## config.mk

```make
export PLATFORM = sky130hd
export DESIGN_NAME = i2c_regwr_target
export DESIGN_NICKNAME = d
export VERILOG_FILES = /design/src/rtl/i2c_tgt_pkg.sv /design/src/rtl/i2c_in_sync.sv /design/src/rtl/i2c_line_events.sv /design/src/rtl/i2c_reg_bank.sv /design/src/rtl/i2c_regwr_target.sv
export SDC_FILE = /design/constraint.sdc
export NUM_CORES = 1
export LEC_CHECK = 0
export ABC_AREA = 0
export BUFFER_PORTS_ARGS = -buffer_cell sky130_fd_sc_hd__buf_2
export CAP_MARGIN = 20
export CELL_PAD_IN_SITES_DETAIL_PLACEMENT = 0
export CELL_PAD_IN_SITES_GLOBAL_PLACEMENT = 1
export CORE_MARGIN = 1.5
export CORE_UTILIZATION = 38
export CTS_BUF_LIST = sky130_fd_sc_hd__clkbuf_8 sky130_fd_sc_hd__clkbuf_16
export DETAILED_ROUTE_END_ITERATION = 8
export GPL_TIMING_DRIVEN = 0
export PLACE_DENSITY_LB_ADDON = 0.1
export SLEW_MARGIN = 0
export SYNTH_ARGS = -nofsm -noshare
export SYNTH_HDL_FRONTEND = slang
export SYNTH_SLANG_ARGS = --single-unit
```

## constraint.sdc

```tcl
create_clock -name clk -period 5.7 [get_ports clk]
set_input_delay 1.425 -clock clk [delete_from_list [all_inputs] [get_ports clk]]
set_output_delay 1.425 -clock clk [all_outputs]
set_load 0.1 [all_outputs]
```

## src/rtl/i2c_tgt_pkg.sv

```systemverilog
package i2c_tgt_pkg;
    localparam int BYTE_W = 8;

    typedef enum logic [2:0] {
        ST_IDLE,
        ST_ADDR,
        ST_PTR,
        ST_DATA,
        ST_ACK,
        ST_IGNORE
    } tgt_state_e;

    typedef enum logic [1:0] {
        BK_ADDR,
        BK_PTR,
        BK_DATA
    } byte_kind_e;
endpackage

```

## src/rtl/i2c_in_sync.sv

```systemverilog
module i2c_in_sync #(
    parameter int WIDTH  = 2,
    parameter int STAGES = 2
) (
    input  logic             clk,
    input  logic             rst_n,
    input  logic [WIDTH-1:0] async_i,
    output logic [WIDTH-1:0] sync_o
);
    logic [WIDTH-1:0] stage_q [STAGES];

    always_ff @(posedge clk or negedge rst_n) begin
        if (!rst_n) begin
            for (int i = 0; i < STAGES; i++) stage_q[i] <= '1;
        end else begin
            stage_q[0] <= async_i;
            for (int i = 1; i < STAGES; i++) stage_q[i] <= stage_q[i-1];
        end
    end

    assign sync_o = stage_q[STAGES-1];
endmodule

```

## src/rtl/i2c_line_events.sv

```systemverilog
module i2c_line_events (
    input  logic clk,
    input  logic rst_n,
    input  logic scl_s,
    input  logic sda_s,
    output logic scl_rise,
    output logic scl_fall,
    output logic ev_start,
    output logic ev_stop
);
    logic scl_d, sda_d;

    always_ff @(posedge clk or negedge rst_n) begin
        if (!rst_n) begin
            scl_d <= 1'b1;
            sda_d <= 1'b1;
        end else begin
            scl_d <= scl_s;
            sda_d <= sda_s;
        end
    end

    assign scl_rise = scl_s & ~scl_d;
    assign scl_fall = ~scl_s & scl_d;
    assign ev_start = scl_s & scl_d & sda_d & ~sda_s;
    assign ev_stop  = scl_s & scl_d & ~sda_d & sda_s;
endmodule

```

## src/rtl/i2c_reg_bank.sv

```systemverilog
module i2c_reg_bank #(
    parameter int DEPTH  = 16,
    parameter int DATA_W = 8,
    localparam int AW    = $clog2(DEPTH)
) (
    input  logic              clk,
    input  logic              rst_n,
    input  logic              wr_en,
    input  logic [AW-1:0]     wr_idx,
    input  logic [DATA_W-1:0] wr_data,
    input  logic [AW-1:0]     rd_idx,
    output logic [DATA_W-1:0] rd_data
);
    logic [DATA_W-1:0] mem_q [DEPTH];

    for (genvar g = 0; g < DEPTH; g++) begin : g_cell
        always_ff @(posedge clk or negedge rst_n) begin
            if (!rst_n)                               mem_q[g] <= '0;
            else if (wr_en && wr_idx == AW'(g))       mem_q[g] <= wr_data;
        end
    end

    assign rd_data = mem_q[rd_idx];
endmodule

```

## src/rtl/i2c_regwr_target.sv

```systemverilog
module i2c_regwr_target
    import i2c_tgt_pkg::*;
#(
    parameter logic [6:0] DEV_ADDR  = 7'h2A,
    parameter int         REG_COUNT = 16,
    localparam int        PW        = $clog2(REG_COUNT)
) (
    input  logic              clk,
    input  logic              rst_n,
    input  logic              scl_i,
    input  logic              sda_i,
    output logic              sda_pull_o,
    input  logic [PW-1:0]     rd_idx_i,
    output logic [BYTE_W-1:0] rd_data_o
);
    localparam int CW = $clog2(BYTE_W + 1);

    logic scl_s, sda_s;
    logic scl_rise, scl_fall, ev_start, ev_stop;

    tgt_state_e        state_q, state_d;
    byte_kind_e        kind_q;
    logic [BYTE_W-1:0] shreg_q;
    logic [CW-1:0]     cnt_q;
    logic [PW-1:0]     ptr_q;
    logic              pull_q;
    logic              byte_full, addr_ok, in_rx, wr_en;

    i2c_in_sync #(.WIDTH(2), .STAGES(2)) u_sync (
        .clk     (clk),
        .rst_n   (rst_n),
        .async_i ({scl_i, sda_i}),
        .sync_o  ({scl_s, sda_s})
    );

    i2c_line_events u_ev (
        .clk      (clk),
        .rst_n    (rst_n),
        .scl_s    (scl_s),
        .sda_s    (sda_s),
        .scl_rise (scl_rise),
        .scl_fall (scl_fall),
        .ev_start (ev_start),
        .ev_stop  (ev_stop)
    );

    assign byte_full = (cnt_q == CW'(BYTE_W));
    assign addr_ok   = (shreg_q[7:1] == DEV_ADDR) && !shreg_q[0];
    assign in_rx     = (state_q == ST_ADDR) || (state_q == ST_PTR) || (state_q == ST_DATA);
    assign wr_en     = (state_q == ST_ACK) && scl_fall && (kind_q == BK_DATA);

    // next-state logic
    always_comb begin
        state_d = state_q;
        if (ev_stop) begin
            state_d = ST_IDLE;
        end else if (ev_start) begin
            state_d = ST_ADDR;
        end else begin
            unique case (state_q)
                ST_IDLE, ST_IGNORE: state_d = state_q;
                ST_ADDR: begin
                    if (scl_fall && byte_full) state_d = addr_ok ? ST_ACK : ST_IGNORE;
                end
                ST_PTR, ST_DATA: begin
                    if (scl_fall && byte_full) state_d = ST_ACK;
                end
                ST_ACK: begin
                    if (scl_fall) state_d = (kind_q == BK_ADDR) ? ST_PTR : ST_DATA;
                end
                default: state_d = ST_IDLE;
            endcase
        end
    end

    // state register
    always_ff @(posedge clk or negedge rst_n) begin
        if (!rst_n) state_q <= ST_IDLE;
        else        state_q <= state_d;
    end

    // outputs and datapath
    always_ff @(posedge clk or negedge rst_n) begin
        if (!rst_n) begin
            pull_q  <= 1'b0;
            cnt_q   <= '0;
            shreg_q <= '0;
            kind_q  <= BK_ADDR;
            ptr_q   <= '0;
        end else begin
            pull_q <= (state_d == ST_ACK);
            if (ev_start || ev_stop) begin
                cnt_q <= '0;
            end else if (in_rx) begin
                if (scl_rise && !byte_full) begin
                    shreg_q <= {shreg_q[BYTE_W-2:0], sda_s};
                    cnt_q   <= cnt_q + 1'b1;
                end else if (scl_fall && byte_full) begin
                    cnt_q <= '0;
                end
            end
            if (in_rx && state_d == ST_ACK) begin
                unique case (state_q)
                    ST_ADDR: kind_q <= BK_ADDR;
                    ST_PTR:  kind_q <= BK_PTR;
                    default: kind_q <= BK_DATA;
                endcase
            end
            if (state_q == ST_ACK && scl_fall && !ev_start && !ev_stop) begin
                if (kind_q == BK_PTR) begin
                    ptr_q <= shreg_q[PW-1:0];
                end else if (kind_q == BK_DATA) begin
                    ptr_q <= (ptr_q == PW'(REG_COUNT - 1)) ? '0 : ptr_q + 1'b1;
                end
            end
        end
    end

    assign sda_pull_o = pull_q;

    i2c_reg_bank #(.DEPTH(REG_COUNT), .DATA_W(BYTE_W)) u_bank (
        .clk     (clk),
        .rst_n   (rst_n),
        .wr_en   (wr_en),
        .wr_idx  (ptr_q),
        .wr_data (shreg_q),
        .rd_idx  (rd_idx_i),
        .rd_data (rd_data_o)
    );
endmodule

```

# Word-level counts from Yosys, hierarchy flattened
# Cells that the tools add are included.
[op_classes] n_bitwise=13 muxes=19 n_lt_le_gt_ge=1 n_addsub=2 n_reduce_logical=42 eq_ne=25
[ops] cell="$eq A4 B4 Y1 const B" n=9
[ops] cell="$bmux W8 S4" n=1
[ops] cell="$mux W4" n=7
[ops] cell="$logic_and A1 B1 Y1" n=24
[ops] cell="$eq A4 B3 Y1 const B" n=4
[ops] cell="$mux W8" n=2
[ops] cell="$mux W3" n=5
[ops] cell="$pmux W3 S4" n=1
[ops] cell="$eq A3 B3 Y1 const B" n=3
[ops] cell="$add A4 B1 Y4 const B" n=2
[ops] cell="$eq A4 B2 Y1 const B" n=2
[ops] cell="$and A1 B1 Y1" n=7
[ops] cell="$eq A7 B6 Y1 const B" n=1
[ops] cell="$eq A3 B2 Y1 const B" n=2
[ops] cell="$ge A5 B5 Y1 const B" n=1
[ops] cell="$not A1 Y1" n=5
[ops] cell="$not A4 Y5" n=1
[ops] cell="$eq A4 B1 Y1 const B" n=1
[ops] cell="$logic_not A1 Y1" n=4
[ops] cell="$logic_not A4 Y1" n=1
[ops] cell="$pmux W2 S2" n=1
[ops] cell="$reduce_and A2 Y1" n=2
[ops] cell="$reduce_bool A2 Y1" n=2
[ops] cell="$reduce_or A2 Y1" n=2
[ops] cell="9 further kinds" n=12
[word_totals] elab_cells=128 regBits=156

# Longest topological paths before layout
# Gate-level depths: netlist of run 1.
[depth] word_depth=9 depth_mapped=6 mapped_depth_nobuf=6

# Cells and area by module
# Synthesis of run 1 repeated with hierarchy kept, for this count alone.
[hier_totals] hier_cells=490 area_unflattened_um2=7357.1
[by_module_without_submodules] mod="i2c_reg_bank" area_per_inst_um2=5903.2 seq_area_each_um2=3203.1 cells_each=364 instances=1
[by_module_without_submodules] mod="i2c_regwr_target" area_per_inst_um2=1248.7 seq_area_each_um2=550.5 cells_each=114 instances=1
[by_module_without_submodules] mod="i2c_in_sync" area_per_inst_um2=120.1 seq_area_each_um2=105.1 cells_each=6 instances=1
[by_module_without_submodules] mod="i2c_line_events" area_per_inst_um2=85.1 seq_area_each_um2=52.6 cells_each=6 instances=1

# Worst setup path before layout of run 1
# Ideal clock, no wire load.
[synth_path] path_kind="input port to output port" start="input port rd_idx_i[0]" end="output port rd_data_o[6]" stages=4 t_arrival_ns=3.214 slack_ns=1.061 path_cell_list="clkbuf_1 -> buf_2 -> mux4_2 -> mux4_2"
[synth_between] elab_chain_len=4
[synth_rtl] element="start: declaration" line_no="i2c_regwr_target.sv:13" source="input logic [PW-1:0] rd_idx_i,"
[synth_rtl] element="$not A4 Y5 (implied by the code)" line_no="i2c_reg_bank.sv:23" source="assign rd_data = mem_q[rd_idx];"
[synth_rtl] element="$bmux W8 S4" line_no="i2c_reg_bank.sv:23"
[synth_rtl] element="$mux W8 (implied by the code) (2 in series)" line_no="i2c_reg_bank.sv:23"
[synth_rtl] element="end: declaration" line_no="i2c_regwr_target.sv:14" source="output logic [BYTE_W-1:0] rd_data_o"
# Every way passes these cells. The select of a mux whose other input is x is not followed.

# Final worst setup path of run 1
[layout_path] start="input port rd_idx_i[0]" end="output port rd_data_o[1]"
# The elaborated chain is that of the path after synthesis.

==> results.tsv, run 1 <==
metric	value	unit
syn-cell-area	0.00725	sq mm
overflow	0	
worstHoldStart	u_sync.stage_q[2]	
worstMarginPinSlew	0.896	ns
synth_compound_gate_area_share	2.88	%
crit_buf_inv	3	
power_frac_comb	6.3	%
initial_utilization	38.7	%
crit_family	multiplexers	
async_reset_ff_share	100	%
die_h	141	microns
hold_path_depth	0	
syn_avg_cell_area	15.0	sq um
wl_per_cell	23.4	microns
cts_tree	built	
gp_congestion	0.752	
peakVddDrop	0.216	mV
io-pin-count	17	
coreArea	0.0187	sq mm
final_util	44.2	%
cts_max_level	4	
dp_hpwl	11600	microns
cts_made_buffers	17	
yosys_warnings	0	
rsz0062_at_grt	no	
clock_latency	0.42	ns
drt_iter0_drc	203	
max_freq	0.201	GHz
worst_ep_required_time	4.28	ns
final_common_cell	dfrtp_1	
r2r_end	u_bank.mem_q[93]	
finalHoldViolations	0	
cts_hold_buf	0	
wirelength	17800	microns
antenna_found_initial	0	
drive_above_1_share	42.6	%
r2r_slack	2.93	ns
path_cells	clkbuf_1, buf_2, mux4_2, mux4_2, buf_2	
final.period_utilization	87.2	%
first_pass_iters	4	
clkPwrFrac	48.0	%
worstHoldPathType	reg2reg	
port_buffers	13	
vias_per_cell	5.50	
grt_pass1_vias	4608	
synthCells	482	
yosysUniqueCellTypes	50	
power.total	2.49	mW
cts_setup_buffers	0	
pre_cts_ws	0.689	ns
endpoint_kind	primary output	
synth_ff_type	dfrtp_1	
swShare	23.1	%
seq_power_share	45.7	%
nets	532	
die_area	0.0199	sq mm
synth_edf_count	0	
cts-root-buf	clkbuf_16	
ff2ff_path_depth	5	
num_vias	4190	
grt_pass1_wl	28100	microns
worst_slack	0.732	ns
ys_ff_latch	156	
fin_crit	4.97	ns
grt_max_degree	94	
synthMuxAreaShare	34.0	%
post-place-cells	730	
synth_fa_ha_area_share	1.55	%
seq_area	0.00391	sq mm
clkSlewWorstSetupHoldPaths	0.06	ns
cp_slowest_cell	mux4_2	
setup_viol	0	
crit_path_start_kind	input port	
p_switching	0.577	mW
die_w	141	microns
antennaDiodeCount	0	
finalClockSkew	0.00436	ns
p_int	1.92	mW
fp-row-count	50	
r2r_start	u_ev.scl_d	
final.fill_count	1712	
synthesis.nets	499	
cap_viol_max_count	0	
yosys.area_share.simple	5.11	%
multi_input_comb_area	0.00316	sq mm
syn2layout_area_growth	14.1	%
critPathMaxFanout	10	
fin_cells	762	
crit_type	in2out	
ant_nets	0	
ys_seq_area_share	54.0	%
clock_sinks	156	
maxSlewViolCount	0	
p_leak	3.95	nW
synth_top_family_by_area	multiplexers	
critPathArrivalTime	3.54	ns
fin_tns_setup	0	ns
cts_resized	0	
cpPeakStageDelay	0.59	ns
grt.total_usage	19.5	%
drc	0	
power.density	301	mW/mm^2
synth_xor_area_share	0.121	%
final_cell_mix	150 x dfrtp_1, 122 x mux2_2, 40 x mux4_2, 23 x clkbuf_1, 21 x nand2_1	
hold-path-endpoint	u_sync.sync_o[0]	
relSlewSlack	40.3	%
clockBufferDepth	2	
outcome	completed	
==> cell type report <==
cell class | instances | share of cell area [%]
Clock buffer | 22 | 5.97
Tap cell | 234 | 3.54
Buffer | 31 | 1.51
Timing Repair Buffer | 14 | 1.19
Clock inverter | 10 | 1.66
Inverter | 13 | 0.590
Multi-Input combinational cell | 282 | 38.2
Sequential cell | 156 | 47.3
==> kinds of logic after synthesis <==
group                      after synthesis
AOI/OAI and AO/OA                       32
muxes                                  179
and+or+nand+nor                         61
DFF                                    156
buffers and inverters                   44
xor gates and xnor gates                 1
adders and majority gates                9
==> synthesized netlist by cell type, drive strengths merged, types with 2 or more instances <==
master,number,share of area [%]
a21oi,8,0.55
a31oi,2,0.17
and4,2,0.24
buf,7,0.47
clkbuf,24,1.3
dfrtp,150,52
dfstp,6,2.2
ha,9,1.6
inv,13,0.67
mux2,136,21
mux2i,3,0.41
mux4,40,12
nand2,25,1.7
nand3,5,0.35
nand4,2,0.17
nor2,8,0.41
nor2b,4,0.35
nor3b,2,0.21
nor4,3,0.55
nor4b,2,0.24
o211ai,2,0.21
o21ai,7,0.48
o221ai,2,0.24
==> power groups by stage <==
stage               sequential (mW)  combinational [mW]  clock, mW
floorplan                      1.15              0.0881          0
global placement               1.16               0.158          0
detailed placement             1.16               0.163          0
CTS                            1.14               0.163       1.22
global route                   1.14               0.176       1.27
finish                         1.14               0.157       1.20
==> routing by layer <==
layer	wire length (microns)	track usage, %
met1	8400	26.8
met2	8590	31.4
met3	514	3.29
met4	312	6.47
met5	0	0
==> how the worst max path moves through the flow <==
stage | endpoint | cells after the start | startpoint | slack [ns]
after global placement | rd_data_o[1] | 5 | rd_idx_i[0] | 0.70
after CTS | rd_data_o[1] | 5 | rd_idx_i[0] | 0.68
after global routing | rd_data_o[2] | 5 | rd_idx_i[0] | 0.63
final | rd_data_o[1] | 5 | rd_idx_i[0] | 0.73
after detailed placement | rd_data_o[1] | 5 | rd_idx_i[0] | 0.69
after floorplan | rd_data_o[6] | 4 | rd_idx_i[0] | 1.06
==> registers in the layout, summed over array words and instances (netlist names) <==
register,count
cnt_q,4
kind_q,2
ptr_q,4
sda_pull_o,1
shreg_q,8
state_q,3
u_bank.mem_q,128
u_ev.scl_d,1
u_ev.sda_d,1
u_sync.stage_q,2
u_sync.sync_o,2
==> per-stage QoR <==
step                area (sq um)  hold WS [ns]
global route                8270         0.359
finish                      8270         0.356
global placement            7610         0.348
floorplan                   7250         0.345
detailed placement          7640         0.348
CTS                         8270         0.357
Power figures use the tool's default switching activity.
==> run 2: changes to the inputs <==
SYNTH_HIERARCHICAL = 1   (was unset)
==> results.tsv, run 2 <==
metric	value	unit	change
outcome	completed		
cts-root-buf	clkbuf_16		
yosysMostFrequentCell	dfrtp_1		
r2r_slack	2.84	ns	-0.09 ns
worst_ep_required_time	4.28	ns	about the same
finalClockSkew	0.00835	ns	+0.00400 ns
drive_above_1_share	45.3	%	+2.6 points
fp-row-count	50		unchanged
fin_tns_setup	0	ns	unchanged
clockBufferDepth	2		unchanged
maxSlewViolCount	0		unchanged
synth_ff_type	dfrtp_1		
crit_buf_inv	2		-1
final_cell_mix	150 x dfrtp_1, 129 x mux2_2, 23 x buf_2, 17 x clkbuf_16, 17 x mux4_2		
yosys.area_share.simple	6.39	%	+1.3 points
wl_per_cell	21.2	microns	-9.4%
grt_pass1_vias	4450		-3.4%
synthCells	490		+1.7%
dp_hpwl	11300	microns	-2.6%
syn2layout_area_growth	13.6	%	
hold_path_depth	0		unchanged
worst_path_most_repeated_cell	buf_2		
p_leak	4.08	nW	+3.2%
cp_slowest_cell	nor2_1		
worstHoldPathType	reg2reg		
cts_tree	built		
finalHoldViolations	0		unchanged
port_buffers	15		+2
ys_seq_area_share	53.2	%	-0.80 points
cpPeakStageDelay	0.67	ns	+0.08 ns
peakVddDrop	0.207	mV	-4.3%
cts_hold_buf	0		unchanged
critPathArrivalTime	3.09	ns	-0.45 ns
grt.busiest_layer	met2		
yosys_warnings	6		+6
initial_utilization	39.1	%	+0.32 points
ff2ff_path_depth	6		+1
reg.largest.list	u_bank/mem_q x128, shreg_q x8		
clkSlewWorstSetupHoldPaths	0.06	ns	about the same
grt_use_met2	28.8	%	-2.6 points
grt_max_degree	97		+3.2%
die_h	142	microns	+0.73%
syn-cell-area	0.00736	sq mm	+1.5%
num_vias	4203		+0.31%
synth_edf_count	0		unchanged
ys_ff_latch	156		unchanged
grt_pass1_wl	26900	microns	-4.3%
synthMuxAreaShare	32.0	%	-2.0 points
path_cells	buf_2, nor2_1, a22oi_1, nand2_1, buf_2		
crit_family	simple AND/OR/NAND/NOR gates		
final_common_cell	dfrtp_1		
cts_max_level	4		unchanged
yosysUniqueCellTypes	55		+10%
crit_type	in2out		
yosysTopAreaCellShare	51.0	%	-0.77 points
grt_util_met3	3.87	%	+0.57 points
grt_util_met1	26.1	%	-0.72 points
async_reset_ff_share	100	%	unchanged
nets	539		+1.3%
syn_avg_cell_area	15.0	sq um	-0.16%
grt.total_usage	18.3	%	-1.2 points
max_freq	0.221	GHz	+10%
clock_latency	0.41	ns	about the same
yosys-top-cells-area	dfrtp_1 51%, mux2_2 20%, mux4_2 5.2%		
crit_path_start_kind	input port		
cts_setup_buffers	0		unchanged
wirelength	16900	microns	-5.2%
worstMarginPinSlew	0.870	ns	-0.0254 ns
fin_crit	4.52	ns	-0.450 ns
die_area	0.0202	sq mm	+1.5%
endpoint_kind	primary output		
drc	0		unchanged
worst_slack	1.18	ns	+0.450 ns
overflow	0		unchanged
rsz0062_at_grt	no		
critPathMaxFanout	8		-2
largest_register_ffs	128		unchanged
cts_made_buffers	17		unchanged
largest-register	u_bank/mem_q		
drt_iter0_drc	210		+3.4%
synthesis.nets	504		+1.0%
clock_sinks	156		unchanged
synth_top_cells_by_count	150 x dfrtp_1, 129 x mux2_2, 17 x mux4_2		
power.total	2.56	mW	+2.7%
coreArea	0.0188	sq mm	+0.67%
gp_congestion	0.737		-1.9%
first_pass_iters	4		unchanged
ant_nets	0		unchanged
worst-path-stages	5		unchanged
cap_viol_max_count	0		unchanged
synth_compound_gate_area_share	4.30	%	+1.4 points
synth_top_family_by_area	multiplexers		
cts_resized	0		unchanged
final.period_utilization	79.3	%	-7.9 points
antenna_found_initial	0		unchanged
vias_per_cell	5.27		-4.1%
io-pin-count	17		unchanged
antennaDiodeCount	0		unchanged
synth_xor_area_share	0.119	%	-0.0018 points
synth_top_cell_by_area	dfrtp_1		
die_w	142	microns	+0.73%
pre_cts_ws	1.15	ns	+0.465 ns
relSlewSlack	41.8	%	+1.5 points
setup_viol	0		unchanged
power.density	306	mW/mm^2	+1.6%
synth_fa_ha_area_share	1.02	%	-0.53 points
-- run 2: area by class of cell --
type | count | area [sq um]
buffer | 29 | 188
fill | 1724 | 10500
clock buffer | 22 | 494
clock inverter | 9 | 71.3
inverter | 9 | 33.8
timing repair buffer | 16 | 109
multi-input combinational | 296 | 3220
tap | 260 | 325
sequential | 156 | 3910
-- run 2: worst register-to-register path, delay by kind of cell (launching register included) --
kind | cells | cell delay (ns)
multiplexers | 1 | 0.41
flip-flops | 1 | 0.54
AND/OR/NAND/NOR | 5 | 1.78
-- run 2: final timing paths --
kind	startpoint	to
worst min-delay path	u_sync/stage_q[2]	u_sync/sync_o[0]
worst max-delay path	rd_idx_i[2]	rd_data_o[7]
min in group asynchronous	rst_n	u_bank/mem_q[53]
worst max register to register	u_ev/scl_d	u_bank/mem_q[78]
worst min register to register	u_sync/stage_q[2]	u_sync/sync_o[0]
max in group asynchronous	rst_n	u_bank/mem_q[107]
-- run 2: through the flow --
stage | util, % | area (sq um) | std cells | hold slack [ns]
after floorplan | - | 7360 | 490 | 0.345
after global placement | 41.2 | 7760 | 765 | 0.346
after detailed placement | 41.4 | 7790 | 766 | 0.347
after CTS | 44.4 | 8360 | 797 | 0.355
after global routing | 44.4 | 8360 | 797 | 0.358
final | 44.4 | 8360 | 797 | 0.354
-- run 2: logic make-up after synthesis --
family / after synthesis
DFF: 156
buffers and inverters: 38
AOI/OAI and AO/OA: 47
muxes: 170
and+or+nand+nor: 72
adders and majority gates: 6
xor gates and xnor gates: 1
-- run 2: where the power goes --
group	total (mW)	switching, mW	internal, mW
Sequential	1.24	0.0993	1.14
Combinational	0.241	0.154	0.0862
Clock	1.08	0.430	0.649
Total	2.56	0.683	1.88
-- run 2: routing by layer --
layer / vias up / wire [microns]
met5: - / 0
met3: 8 / 357
met1: 2255 / 8300
li1: 1899 / -
met4: 0 / 110
met2: 41 / 8120
